**src/rtl/sop_pkg.sv**
```systemverilog
package sop_pkg;

    localparam int FLAG_W = 4;

    typedef enum logic [3:0] {
        OP_CLR,
        OP_COM,
        OP_INC,
        OP_DEC,
        OP_NEG,
        OP_ADC,
        OP_SBC,
        OP_TST,
        OP_ROR,
        OP_ROL,
        OP_ASR,
        OP_ASL,
        OP_SXT,
        OP_NONE
    } op_e;

    typedef struct packed {
        logic n;
        logic z;
        logic v;
        logic c;
    } flags_t;

    typedef enum logic {
        ST_IDLE,
        ST_REPORT
    } st_e;

endpackage

```
**src/rtl/sop_decode.sv**
```systemverilog
module sop_decode
    import sop_pkg::*;
#(
    parameter int SEL_W = 6
) (
    input  logic [SEL_W-1:0] sel,
    output op_e              op,
    output logic             writes
);

    localparam logic [SEL_W-1:0] C_CLR = SEL_W'(6'o50);
    localparam logic [SEL_W-1:0] C_COM = SEL_W'(6'o51);
    localparam logic [SEL_W-1:0] C_INC = SEL_W'(6'o52);
    localparam logic [SEL_W-1:0] C_DEC = SEL_W'(6'o53);
    localparam logic [SEL_W-1:0] C_NEG = SEL_W'(6'o54);
    localparam logic [SEL_W-1:0] C_ADC = SEL_W'(6'o55);
    localparam logic [SEL_W-1:0] C_SBC = SEL_W'(6'o56);
    localparam logic [SEL_W-1:0] C_TST = SEL_W'(6'o57);
    localparam logic [SEL_W-1:0] C_ROR = SEL_W'(6'o60);
    localparam logic [SEL_W-1:0] C_ROL = SEL_W'(6'o61);
    localparam logic [SEL_W-1:0] C_ASR = SEL_W'(6'o62);
    localparam logic [SEL_W-1:0] C_ASL = SEL_W'(6'o63);
    localparam logic [SEL_W-1:0] C_SXT = SEL_W'(6'o67);

    always_comb begin
        case (sel)
            C_CLR:   op = OP_CLR;
            C_COM:   op = OP_COM;
            C_INC:   op = OP_INC;
            C_DEC:   op = OP_DEC;
            C_NEG:   op = OP_NEG;
            C_ADC:   op = OP_ADC;
            C_SBC:   op = OP_SBC;
            C_TST:   op = OP_TST;
            C_ROR:   op = OP_ROR;
            C_ROL:   op = OP_ROL;
            C_ASR:   op = OP_ASR;
            C_ASL:   op = OP_ASL;
            C_SXT:   op = OP_SXT;
            default: op = OP_NONE;
        endcase
    end

    // Test and the unused codes never store a result.
    assign writes = (op != OP_TST) && (op != OP_NONE);

endmodule

```
**src/rtl/sop_compute.sv**
```systemverilog
module sop_compute
    import sop_pkg::*;
#(
    parameter int DATA_W = 16,
    parameter int BYTE_W = 8
) (
    input  op_e               op,
    input  logic              byte_mode,
    input  logic [DATA_W-1:0] operand,
    input  flags_t            fin,
    output logic [DATA_W-1:0] res,
    output flags_t            fout
);

    localparam int PAD_W = DATA_W - BYTE_W;
    localparam logic [DATA_W-1:0] WORD_MASK = {DATA_W{1'b1}};
    localparam logic [DATA_W-1:0] BYTE_MASK = {{PAD_W{1'b0}}, {BYTE_W{1'b1}}};
    localparam logic [DATA_W-1:0] WORD_TOP  = DATA_W'(1) << (DATA_W - 1);
    localparam logic [DATA_W-1:0] BYTE_TOP  = DATA_W'(1) << (BYTE_W - 1);

    logic [DATA_W-1:0] mask, top, a;
    logic [DATA_W-1:0] plus1, minus1, negated;
    logic              a_sign, a_is_min;
    logic              upd_nz, upd_vx;

    // Operand view for the selected width
    always_comb begin
        mask     = byte_mode ? BYTE_MASK : WORD_MASK;
        top      = byte_mode ? BYTE_TOP  : WORD_TOP;
        a        = operand & mask;
        a_sign   = |(a & top);
        a_is_min = (a == top);
        plus1    = (a + DATA_W'(1)) & mask;
        minus1   = (a - DATA_W'(1)) & mask;
        negated  = ((~a) + DATA_W'(1)) & mask;
    end

    // Per-operation result and special flags, then common N/Z and V rules
    always_comb begin
        res    = '0;
        fout   = fin;
        upd_nz = 1'b1;
        upd_vx = 1'b0;
        unique case (op)
            OP_CLR: begin
                res    = '0;
                fout.v = 1'b0;
                fout.c = 1'b0;
            end
            OP_COM: begin
                res    = (~a) & mask;
                fout.v = 1'b0;
                fout.c = 1'b1;
            end
            OP_INC: begin
                res    = plus1;
                fout.v = (plus1 == top);
            end
            OP_DEC: begin
                res    = minus1;
                fout.v = a_is_min;
            end
            OP_NEG: begin
                res    = negated;
                fout.v = a_is_min;
                fout.c = (negated != '0);
            end
            OP_ADC: begin
                if (fin.c) begin
                    res    = plus1;
                    fout.v = !a_sign && |(plus1 & top);
                    fout.c = (plus1 == '0);
                end else begin
                    res    = a;
                    fout.v = 1'b0;
                    fout.c = 1'b0;
                end
            end
            OP_SBC: begin
                if (fin.c) begin
                    res    = minus1;
                    fout.v = a_sign && !(|(minus1 & top));
                    fout.c = (minus1 == mask);
                end else begin
                    res    = a;
                    fout.v = 1'b0;
                    fout.c = 1'b0;
                end
            end
            OP_TST: begin
                res    = a;
                fout.v = 1'b0;
                fout.c = 1'b0;
            end
            OP_ROR: begin
                res    = (a >> 1) | (fin.c ? top : '0);
                fout.c = a[0];
                upd_vx = 1'b1;
            end
            OP_ROL: begin
                res    = ((a << 1) | DATA_W'(fin.c)) & mask;
                fout.c = a_sign;
                upd_vx = 1'b1;
            end
            OP_ASR: begin
                res    = (a >> 1) | (a & top);
                fout.c = a[0];
                upd_vx = 1'b1;
            end
            OP_ASL: begin
                res    = (a << 1) & mask;
                fout.c = a_sign;
                upd_vx = 1'b1;
            end
            OP_SXT: begin
                res    = fin.n ? WORD_MASK : '0;
                fout.z = !fin.n;
                upd_nz = 1'b0;
            end
            OP_NONE: begin
                res    = '0;
                upd_nz = 1'b0;
            end
            default: begin
                res    = '0;
                upd_nz = 1'b0;
            end
        endcase
        if (upd_nz) begin
            fout.n = |(res & top);
            fout.z = (res == '0);
        end
        if (upd_vx) begin
            fout.v = fout.n ^ fout.c;
        end
    end

endmodule

```
**src/rtl/sop_alu.sv**
```systemverilog
module sop_alu
    import sop_pkg::*;
#(
    parameter int DATA_W = 16,
    parameter int BYTE_W = 8,
    parameter int SEL_W  = 6
) (
    input  logic              clk,
    input  logic              rst_n,
    input  logic              in_valid,
    input  logic [SEL_W-1:0]  op_sel,
    input  logic              byte_mode,
    input  logic [DATA_W-1:0] operand,
    input  logic [3:0]        flags_in,
    output logic              out_done,
    output logic [DATA_W-1:0] result,
    output logic [3:0]        flags_out,
    output logic              wr_en
);

    op_e               dec_op;
    logic              dec_wr;
    logic [DATA_W-1:0] cmp_res;
    flags_t            cmp_flags;
    st_e               state_q, state_d;

    sop_decode #(.SEL_W(SEL_W)) u_decode (
        .sel    (op_sel),
        .op     (dec_op),
        .writes (dec_wr)
    );

    sop_compute #(.DATA_W(DATA_W), .BYTE_W(BYTE_W)) u_compute (
        .op        (dec_op),
        .byte_mode (byte_mode),
        .operand   (operand),
        .fin       (flags_t'(flags_in)),
        .res       (cmp_res),
        .fout      (cmp_flags)
    );

    // Next state: T_ACCEPT / T_CHAIN on a strobe, T_RETIRE otherwise
    always_comb begin
        state_d = state_q;
        unique case (state_q)
            ST_IDLE:   state_d = in_valid ? ST_REPORT : ST_IDLE;
            ST_REPORT: state_d = in_valid ? ST_REPORT : ST_IDLE;
            default:   state_d = ST_IDLE;
        endcase
    end

    always_ff @(posedge clk) begin
        if (!rst_n) state_q <= ST_IDLE;
        else        state_q <= state_d;
    end

    // Output registers
    always_ff @(posedge clk) begin
        if (!rst_n) begin
            result    <= '0;
            flags_out <= '0;
            wr_en     <= 1'b0;
        end else if (in_valid) begin
            result    <= cmp_res;
            flags_out <= cmp_flags;
            wr_en     <= dec_wr;
        end
    end

    assign out_done = (state_q == ST_REPORT);

    p_done_after_strobe_r13: assert property (@(posedge clk) disable iff (!rst_n)
        in_valid |=> out_done);
    p_no_stray_done_r13: assert property (@(posedge clk) disable iff (!rst_n)
        !in_valid |=> !out_done);
    p_hold_r13: assert property (@(posedge clk) disable iff (!rst_n)
        !in_valid |=> ($stable(result) && $stable(flags_out) && $stable(wr_en)));
    p_clear_flags_r3: assert property (@(posedge clk) disable iff (!rst_n)
        (in_valid && op_sel == SEL_W'(6'o50)) |=> (result == '0 && flags_out == 4'b0100));
    p_test_nowrite_r11: assert property (@(posedge clk) disable iff (!rst_n)
        (in_valid && op_sel == SEL_W'(6'o57)) |=> (!wr_en && flags_out[1:0] == 2'b00));
    p_unused_pass_r1: assert property (@(posedge clk) disable iff (!rst_n)
        (in_valid && op_sel == SEL_W'(6'o64)) |=> (!wr_en && flags_out == $past(flags_in)));
    p_inc_keeps_c_r5: assert property (@(posedge clk) disable iff (!rst_n)
        (in_valid && op_sel == SEL_W'(6'o52)) |=> (flags_out[0] == $past(flags_in[0])));
    p_sxt_z_r12: assert property (@(posedge clk) disable iff (!rst_n)
        (in_valid && op_sel == SEL_W'(6'o67)) |=> (wr_en && flags_out[2] == !flags_out[3]));
    p_byte_upper_r2: assert property (@(posedge clk) disable iff (!rst_n)
        (in_valid && byte_mode && op_sel != SEL_W'(6'o67))
            |=> (result[DATA_W-1:BYTE_W] == '0));

endmodule

```
**config.mk**
```make
export PLATFORM = sky130hd
export DESIGN_NAME = sop_alu
export DESIGN_NICKNAME = d
export VERILOG_FILES = /design/src/rtl/sop_pkg.sv /design/src/rtl/sop_decode.sv /design/src/rtl/sop_compute.sv /design/src/rtl/sop_alu.sv
export SDC_FILE = /design/constraint.sdc
export NUM_CORES = 1
export LEC_CHECK = 0
export BUFFER_PORTS_ARGS = -buffer_cell sky130_fd_sc_hd__buf_2
export CAP_MARGIN = 20
export CORE_ASPECT_RATIO = 0.7
export CORE_MARGIN = 2
export CORE_UTILIZATION = 44
export CTS_CLUSTER_DIAMETER = 150
export CTS_CLUSTER_SIZE = 25
export DETAILED_ROUTE_END_ITERATION = 8
export PLACE_DENSITY = 0.7
export SLEW_MARGIN = 25
export SYNTH_ARGS = -nofsm -noshare
export SYNTH_HDL_FRONTEND = slang
export SYNTH_SLANG_ARGS = --single-unit
```
**constraint.sdc**
```tcl
create_clock -name clk -period 4.3 [get_ports clk]
set_input_delay 0.86 -clock clk [delete_from_list [all_inputs] [get_ports clk]]
set_output_delay 0.86 -clock clk [all_outputs]
set_load 0.03 [all_outputs]
```
==> key figures, run 1 <==
Die
  – Die area: 0.00923 mm^2
  – Initial cell density of the core: 44.7%
  – Core Rows: 28
  – Core Footprint: 0.00834 mm^2
  – Top Ports: 52
  – Die Span X: 114 um
  – Die Y: 81.0 um

Pwr
  – Net switching fraction of the power: 38.3%
  – Leak: 1.59 nW
  – P_sw: 0.286 mW
  – Power per Cell Area: 181 mW/mm^2
  – Clock power share: 28.7%
  – Power Internal: 0.460 mW
  – VDD IR max: 0.000154 V
  – Seq pwr share: 30.1%
  – Comb power frac: 41.1%

Clock network
  – CTS max path bufs: 2
  – Clock transition at path regs: 0.06 ns
  – Root Buffer Master: clkbuf_16
  – # Post-CTS Setup Buffers: 0
  – Cts hold-fix bufs: 0
  – Count of cells resized by post-cts repair: 0
  – CTS buffer count: 3
  – TritonCTS clock tree: done
  – CTS sink count: 22
  – H-tree depth: 1
  – Clk Latency, worst-skew pair: 0.25 ns

STA
  – Fin crit period: 3.70 ns
  – Worst-Margin Slew: 0.826 ns
  – Fin. max-slew vios: 0
  – F_max: 270 MHz
  – Layout Skew: 0 ns
  – Slew HR: 43.5%
  – Crit share post-route: 86.1%
  – Setup_tns: 0 ns
  – Hold WS: 0.480 ns
  – Setup ws final: 0.599 ns
  – Final Hold Vio Count: 0
  – Finish-stage setup viols: 0
  – Unrepaired setup endpoints after global routing: no

GRT
  – Met1 Use GR: 45.5%
  – Initial antenna violation count: 0
  – First-pass GRT wire length: 22600 um
  – Via count of the first global-routing pass: 3981
  – GRT Residual Overflow: 0
  – Grt met2 use: 45.5%
  – GRT met3 Usage: 10.1%
  – Largest net degree at the start of global routing: 45
  – Most Used Layer, Global Route: met1
  – GRT Overall Usage: 31.0%

Place
  – Post-DP HPWL: 10900 um
  – RD Place Congestion: 0.976
  – Placement Setup Slack: 0.420 ns
  – IO Port Bufs: 51

Worst setup path
  – Critical Path AT: 3.85 ns
  – Max stage delay on crit path: 0.46 ns
  – WS Path Type: in2reg
  – Worst setup SP type: primary input
  – Worst R2R Setup Slack: 2.86 ns
  – CP endpoint: flags_out[1]$_SDFFE_PN0P_
  – Crit path from: operand[0]
  – R2R depth: 6
  – Req. time, crit path: 4.45 ns
  – R2r startpoint: flags_out[2]$_SDFFE_PN0P_
  – R2R Path End: flags_out[2]$_SDFFE_PN0P_
  – Cell Chain, Critical Path: buf_2, inv_1, ha_1, nor3b_4, nand2_1, buf_4, o32ai_1, a41oi_1, nand4bb_1, a221oi_2, xor2_1, a32o_2
  – CP Capture Type: register
  – CP max FO: 12
  – CP max-delay cell: nor3b_4

Status
  – Status: complete, no violations

Job
  – Maxcap violations: 0

Yosys
  – Sequential share of the synthesized area: 11.8%
  – Post-synth EDFFs: 0
  – Syn Inst Count: 552
  – Netlist cell types: 79
  – Synthesized net count: 585
  – Syn_area_per_cell: 6.75 um^2
  – Netlist Area Pre-Place: 0.00372 mm^2
  – Synth warnings: 0
  – Ys flop type: dfxtp_1
  – Register bit total from synthesis: 22
  – Ys async rst share: 0%

Cells and area
  – Most frequent cells in the layout: nor2_1, buf_2, a21oi_1
  – Final net count: 606
  – Commonest non-fill, non-tap cell in the layout: nor2_1
  – ANT cells: 0
  – Layout Area Growth over Synthesis: 10.8%
  – Layout cells sized above 1: 17.1%

Min path
  – Hold path cells: 2
  – Hold Crit Class: reg2reg

Drt
  – Drt first pass iters: 6
  – Wire length per cell: 22.0 um
  – Via Count: 4689
  – Via density: 6.93
  – DRT iter0 DRCs: 876
  – Post-route DRC: 0
  – Post-route ant nets: 0
  – WL final: 14900 um
## synthesized netlist by cell type, types with 10 or more instances
master	instances	area [um^2]
o22ai_1	13	81.3
clkbuf_1	39	146
a211oi_1	19	143
o21ai_0	39	195
nand2b_1	11	68.8
buf_2	10	50.1
mux2i_1	19	190
nand3_1	12	60.1
a21oi_1	41	205
xor2_1	12	105
dfxtp_1	22	440
nand2_1	40	150
nor2_1	65	244
nor3_1	19	95.1
xnor2_1	14	123
## final cells by class
cell class / instances / area, um^2
Clock buffer: 4 / 88.8
Fill cell: 817 / 4210
Inverter: 9 / 33.8
Multi-Input combinational cell: 463 / 3000
Sequential cell: 22 / 440
Tap cell: 105 / 131
Timing Repair Buffer: 74 / 428
## critical path, delay by kind of cell
family,cells,cell delay [ns]
AO/OA/AOI/OAI,4,1.17
XOR/XNOR,1,0.12
adder cells (fa/ha/maj),1,0.32
buffers and inverters,3,0.52
AND/OR/NAND/NOR,3,0.85
## state kept, by name (all words and copies together), names as in the netlist
register and cells:
result 16, flags_out 4, out_done 1, wr_en 1
## kinds of logic (layout without fill, tap and decap cells)
kind of cell / after synthesis / count (layout) / share of synthesized area, %
fa+ha+maj: 3 / 3 / 1.01
mux: 20 / 20 / 5.41
simple gates: 225 / 225 / 34.0
buf+inv: 67 / 87 / 7.69
compound gates: 189 / 189 / 34.0
xor+xnor: 26 / 26 / 6.11
flops: 22 / 22 / 11.8
## routing by layer
metal	vias up	share of wire, %
li1	2130	-
met1	2163	43
met2	362	41
met3	34	15
met4	0	1.2
met5	-	0
## how the worst min path moves through the flow
stage,slack (ns),from,endpoint
global route,0.51,result[4]$_SDFFE_PN0P_,result[4]$_SDFFE_PN0P_
floorplan,0.61,flags_out[3]$_SDFFE_PN0P_,flags_out[3]$_SDFFE_PN0P_
detailed placement,0.48,result[3]$_SDFFE_PN0P_,result[3]$_SDFFE_PN0P_
global placement,0.47,wr_en$_SDFFE_PN0P_,wr_en$_SDFFE_PN0P_
finish,0.48,result[3]$_SDFFE_PN0P_,result[3]$_SDFFE_PN0P_
CTS,0.49,result[3]$_SDFFE_PN0P_,result[3]$_SDFFE_PN0P_
## power by group through the flow
stage	Combinational (mW)	Clock (mW)	Sequential [mW]
3_3_place_gp	0.291	0	0.228
4_1_cts	0.297	0.217	0.225
2_1_floorplan	0.187	0	0.256
3_5_place_dp	0.296	0	0.229
5_1_grt	0.326	0.223	0.226
6_report	0.307	0.214	0.225
## per-stage QoR
stage	util, %	cells	area (um^2)	power [mW]
3_3_place_gp	48.3	673	4030	0.520
2_1_floorplan	-	552	3720	0.443
4_1_cts	49.4	677	4120	0.738
6_report	49.5	677	4130	0.746
3_5_place_dp	48.3	673	4030	0.525
5_1_grt	49.5	677	4130	0.775
Note: power is estimated with default switching activity, not from simulation.
==> run 2: changes to the inputs <==
Settings changed: CORE_UTILIZATION 44 to 58, PLACE_DENSITY 0.7 to 0.86.
==> key figures, run 2 (synthesis results as in run 1) <==
Place
  – RD Place Congestion: 1.07 (+9.6%)
  – IO Port Bufs: 51 (unchanged)
  – Placed cell count: 645 (-4.2%)
  – Post-DP HPWL: 10600 um (-2.9%)

Worst setup path
  – CP Capture Type: register
  – CP max FO: 12 (unchanged)
  – CP delay by family, top: compound AO/OA/AOI/OAI gates
  – Worst setup SP type: primary input
  – CP max-delay cell: o32ai_1
  – Max stage delay on crit path: 0.52 ns (+0.06 ns)
  – Req. time, crit path: 4.47 ns (+0.02 ns)
  – WS Path Type: in2reg
  – Critical Path AT: 3.81 ns (-0.04 ns)
  – Cell Chain, Critical Path: buf_2, inv_1, ha_1, nor3b_4, nand2_1, o32ai_1, a41oi_1, nand4bb_1, a221oi_2, xor2_1, a32o_2
  – Buf/Inv on CP: 2 (-1)

Clock network
  – Count of cells resized by post-cts repair: 0 (unchanged)
  – Root Buffer Master: clkbuf_8
  – # Post-CTS Setup Buffers: 0 (unchanged)
  – CTS sink count: 22 (unchanged)
  – CTS buffer count: 3 (unchanged)
  – CTS max path bufs: 2 (unchanged)
  – Cts hold-fix bufs: 0 (unchanged)
  – TritonCTS clock tree: done
  – Clock transition at path regs: 0.09 ns (+0.03 ns)
  – H-tree depth: 1 (unchanged)
  – Clk Latency, worst-skew pair: 0.27 ns (+0.02 ns)

Drt
  – Via Count: 4675 (-0.30%)
  – DRT iter0 DRCs: 767 (-12%)
  – Via density: 7.20 (+4.0%)
  – Post-route ant nets: 0 (unchanged)
  – WL final: 14200 um (-4.2%)
  – Wire length per cell: 22.0 um (about the same)
  – Post-route DRC: 0 (unchanged)
  – Drt first pass iters: 6 (unchanged)

Pwr
  – Leak: 1.58 nW (-0.61%)
  – Power per Cell Area: 179 mW/mm^2 (-0.81%)
  – VDD IR max: 0.000123 V (-20%)

STA
  – Fin. max-slew vios: 0 (unchanged)
  – F_max: 274 MHz (+1.6%)
  – Setup_tns: 0 ns (unchanged)
  – Finish-stage setup viols: 0 (unchanged)
  – Layout Skew: 0 ns (unchanged)
  – Crit share post-route: 84.7% (-1.3 points)
  – Final Hold Vio Count: 0 (unchanged)
  – Worst-Margin Slew: 0.734 ns (-0.0922 ns)
  – Fin crit period: 3.64 ns (-0.0569 ns)
  – Slew HR: 51.0% (+7.6 points)
  – Unrepaired setup endpoints after global routing: no

Die
  – Die area: 0.00709 mm^2 (-23%)
  – Core Rows: 24 (-14%)
  – Die Span X: 99.8 um (-12%)
  – Top Ports: 52 (unchanged)
  – Die Y: 71.1 um (-12%)
  – Initial cell density of the core: 59.9% (+15 points)
  – Core Footprint: 0.00622 mm^2 (-25%)

Cells and area
  – Fillers: 578 (-29%)
  – Commonest non-fill, non-tap cell in the layout: nor2_1
  – ANT cells: 0 (unchanged)
  – Final net count: 605 (-0.17%)
  – Layout Area Growth over Synthesis: 9.04%
  – Largest Register: result
  – Max FFs per register: 16 (unchanged)
  – Layout cells sized above 1: 16.8% (-0.32 points)
  – Final core occ: 65.3% (+16 points)
  – Most frequent cells in the layout: nor2_1, buf_2, a21oi_1
  – Cell Count, Final, Fillers Out: 649 (-4.1%)
  – Top flop regs: result: 16 flops, flags_out: 4 flops

GRT
  – GRT Overall Usage: 40.1% (+9.1 points)
  – First-pass GRT wire length: 22500 um (-0.46%)
  – GRT Residual Overflow: 0 (unchanged)
  – Largest net degree at the start of global routing: 45 (unchanged)
  – Via count of the first global-routing pass: 4172 (+4.8%)
  – Initial antenna violation count: 0 (unchanged)

Job
  – Maxcap violations: 0 (unchanged)

Min path
  – Hold Crit Class: reg2reg

Status
  – Status: complete, no violations
run 2: cell count changes in the layout (fill, tap and decap cells not counted), sizes merged:
| cell | delta |
|---|---|
| bufinv | +1 |
| buf | -1 |
| clkbuf | -1 |
run 2: worst min-delay path, delay by kind of cell, from the launching register on:
family             cells  cell delay [ns]
and+or+nand+nor        1             0.08
AOI/OAI and AO/OA      1             0.05
DFF                    1             0.31
run 2: metrics by stage:
step / cell area (um^2) / power, mW / hold WS (ns) / setup WS (ns)
finish: 4060 / 0.728 / 0.488 / 0.656
CTS: 4060 / 0.720 / 0.487 / 0.737
detailed placement: 3990 / 0.523 / 0.475 / 0.449
global placement: 3990 / 0.517 / 0.470 / 0.523
floorplan: 3720 / 0.443 / 0.606 / 0.787
global route: 4060 / 0.763 / 0.511 / 0.527
run 2: layout make-up:
type / instances / area (um^2) / area share [%]
clock inverter: 1 / 30.0 / 0.739
timing repair buffer: 73 / 420 / 10.4
inverter: 9 / 33.8 / 0.832
sequential: 22 / 440 / 10.8
clock buffer: 3 / 41.3 / 1.02
tap: 78 / 97.6 / 2.40
multi-input combinational: 463 / 3000 / 73.8
run 2: routing by layer:
metal / vias to the layer above / GRT usage [%] / share of wire [%]
met5: - / 0 / 0
met4: 0 / 10.7 / 2.5
met3: 58 / 12.5 / 16
met2: 404 / 56.9 / 41
met1: 2094 / 58.5 / 41
li1: 2119 / - / -
run 2: worst paths after layout:
kind                                                start                   endpoint  slack (ns)  depth (start not counted)
worst max-delay path                           operand[0]  flags_out[1]$_SDFFE_PN0P_        0.66                         11
worst min-delay path              result[13]$_SDFFE_PN0P_    result[13]$_SDFFE_PN0P_        0.49                          2
worst max register to register  flags_out[2]$_SDFFE_PN0P_  flags_out[2]$_SDFFE_PN0P_        2.91                          6
worst min register to register    result[13]$_SDFFE_PN0P_    result[13]$_SDFFE_PN0P_        0.49                          2
run 2: power by group:
part	switching [mW]	internal, mW
Clock	0.0749	0.124
Combinational	0.204	0.101
Sequential	0.00659	0.217
==> run 3: changes to the inputs <==
Settings changed: CORE_UTILIZATION 58 to 54, PLACE_DENSITY 0.86 to 0.85.
Clock period 4.3 ns to 3.2 ns, I/O delays scaled along.
==> key figures, run 3 (synthesis results as in run 1) <==
GRT
  – GRT Overall Usage: 42.4% (+2.3 points)
  – Largest net degree at the start of global routing: 44 (-2.2%)
  – First-pass GRT wire length: 24300 um (+8.2%)
  – Via count of the first global-routing pass: 4301 (+3.1%)
  – GRT Residual Overflow: 0 (unchanged)
  – Initial antenna violation count: 0 (unchanged)

Clock network
  – Root Buffer Master: clkbuf_8
  – # Post-CTS Setup Buffers: 0 (unchanged)
  – CTS buffer count: 3 (unchanged)
  – CTS sink count: 22 (unchanged)
  – H-tree depth: 1 (unchanged)
  – TritonCTS clock tree: done
  – CTS max path bufs: 2 (unchanged)
  – Clk Latency, worst-skew pair: 0.26 ns (about the same)
  – Clock transition at path regs: 0.08 ns (about the same)

Drt
  – WL final: 16000 um (+12%)
  – Via Count: 5020 (+7.4%)
  – DRT iter0 DRCs: 735 (-4.2%)
  – Post-route DRC: 0 (unchanged)
  – Drt first pass iters: 6 (unchanged)
  – Detail Route met3 WL: 2510 um (+7.4%)
  – Via density: 6.90 (-4.3%)
  – Highest metal used: met4
  – Met2 WL: 6330 um (+9.8%)
  – Wire length per cell: 22.0 um (+0.27%)
  – Post-route ant nets: 0 (unchanged)
  – M1 WL: 6760 um (+17%)

Die
  – Die Y: 73.5 um (+3.4%)
  – Initial cell density of the core: 55.4% (-4.5 points)
  – Die Span X: 103 um (+3.5%)
  – Top Ports: 52 (unchanged)
  – Core Rows: 25 (+4.2%)
  – Core Footprint: 0.00673 mm^2 (+8.2%)
  – Die area: 0.00759 mm^2 (+7.0%)

Worst setup path
  – R2r startpoint: flags_out[2]$_SDFFE_PN0P_
  – R2R Path End: flags_out[2]$_SDFFE_PN0P_
  – Worst R2R Setup Slack: 1.67 ns (-1.24 ns)
  – CP max FO: 6 (-6)
  – Critical Path AT: 3.22 ns (-0.59 ns)
  – R2R depth: 6 (unchanged)
  – Req. time, crit path: 3.37 ns (-1.10 ns)
  – Worst setup SP type: primary input
  – CP Capture Type: register
  – WS Path Type: in2reg

Place
  – RD Place Congestion: 1.03 (-3.2%)
  – IO Port Bufs: 51 (unchanged)
  – Placement Setup Slack: -0.0681 ns (-0.517 ns)
  – Post-DP HPWL: 12500 um (+19%)

Min path
  – Hold path cells: 2 (unchanged)
  – Worst Hold End: result[0]$_SDFFE_PN0P_
  – Hold path start: result[0]$_SDFFE_PN0P_
  – Hold Crit Class: reg2reg

Pwr
  – VDD IR max: 0.000184 V (+50%)
  – Power per Cell Area: 225 mW/mm^2 (+26%)
  – Tot Pwr: 1.03 mW (+42%)
  – Leak: 1.89 nW (+19%)

STA
  – F_max: 327 MHz
  – Setup_tns: 0 ns (unchanged)
  – Unrepaired setup endpoints after global routing: no
  – Crit share post-route: 95.6%
  – Worst-Margin Slew: 0.703 ns (-0.0310 ns)
  – Layout Skew: 0 ns (unchanged)
  – Final Hold Vio Count: 0 (unchanged)
  – Finish-stage setup viols: 0 (unchanged)
  – Fin crit period: 3.06 ns
  – Slew HR: 52.8% (+1.7 points)
  – Fin. max-slew vios: 0 (unchanged)
  – Setup ws final: 0.142 ns (-0.513 ns)
  – Hold WS: 0.483 ns (-0.00497 ns)

Cells and area
  – Fillers: 622 (+7.6%)
  – Final core occ: 68.2% (+2.8 points)
  – Top flop regs: result: 16 flops, flags_out: 4 flops
  – Largest Register: result
  – Commonest non-fill, non-tap cell in the layout: buf_4
  – Final net count: 668 (+10%)
  – Layout cells sized above 1: 25.4% (+8.6 points)
  – Multi-input gate area: 0.00300 mm^2 (+0.21%)
  – Max FFs per register: 16 (unchanged)
  – ANT cells: 0 (unchanged)
  – Most frequent cells in the layout: buf_4, nor2_1, buf_2
  – Sequential Area: 440 um^2 (unchanged)
  – Layout Area Growth over Synthesis: 23.1%

Status
  – Status: complete, no violations

Job
  – Maxcap violations: 0 (unchanged)
run 3: cell count changes in the layout (fill, tap and decap cells not counted):
cell	previous run	this run
nand2_2	0	1
ha_2	0	1
a2111oi_1	0	1
a2111oi_0	3	2
ha_1	3	2
nand2_1	40	39
buf_4	22	83
buf_12	0	2
run 3: how the worst max path moves through the flow:
stage	endpoint	start	depth (start not counted)
6_report	flags_out[1]$_SDFFE_PN0P_	operand[8]	10
3_5_place_dp	flags_out[2]$_SDFFE_PN0P_	op_sel[4]	10
4_1_cts	flags_out[2]$_SDFFE_PN0P_	op_sel[4]	10
3_3_place_gp	flags_out[2]$_SDFFE_PN0P_	op_sel[2]	10
5_1_grt	flags_out[1]$_SDFFE_PN0P_	operand[8]	10
2_1_floorplan	flags_out[1]$_SDFFE_PN0P_	operand[0]	12
run 3: power by group:
group	internal [mW]	total (mW)	switching, mW
registers	0.292	0.302	0.00960
logic	0.176	0.467	0.291
clock network	0.167	0.264	0.0968
run 3: routing by layer:
| metal | vias up | GRT usage [%] |
|---|---|---|
| met3 | 52 | 15.9 |
| li1 | 2256 | - |
| met2 | 419 | 59.5 |
| met4 | 0 | 9.65 |
| met5 | - | 0 |
| met1 | 2293 | 61.1 |
run 3: area by class of cell:
cell class | instances | area share [%]
clock buffers | 3 | 0.900
clock inverters | 1 | 0.655
inverters | 9 | 0.737
multi-input cells | 463 | 65.5
flip-flops and latches | 22 | 9.60
well taps | 94 | 2.56
repair buffers | 136 | 20.0
run 3: critical path: stages:
cell and delay, ns:
buf_2 0.13, or4_1 0.59, nor4_2 0.24, nand2_1 0.23
mux2i_1 0.17, a21oi_1 0.24, nor4bb_1 0.37, a311o_1 0.28
xor2_1 0.09, a32o_2 0.23
run 3: what timing repair did:
action,in CTS,in global routing
setup endpoints to repair,0,1
hold buffers,0,0
resized for setup,0,1
run 3: metrics by stage:
stage / std cells / instance area (um^2)
global route: 728 / 4590
finish: 728 / 4590
CTS: 728 / 4580
detailed placement: 724 / 4510
global placement: 724 / 4510
floorplan: 552 / 3730
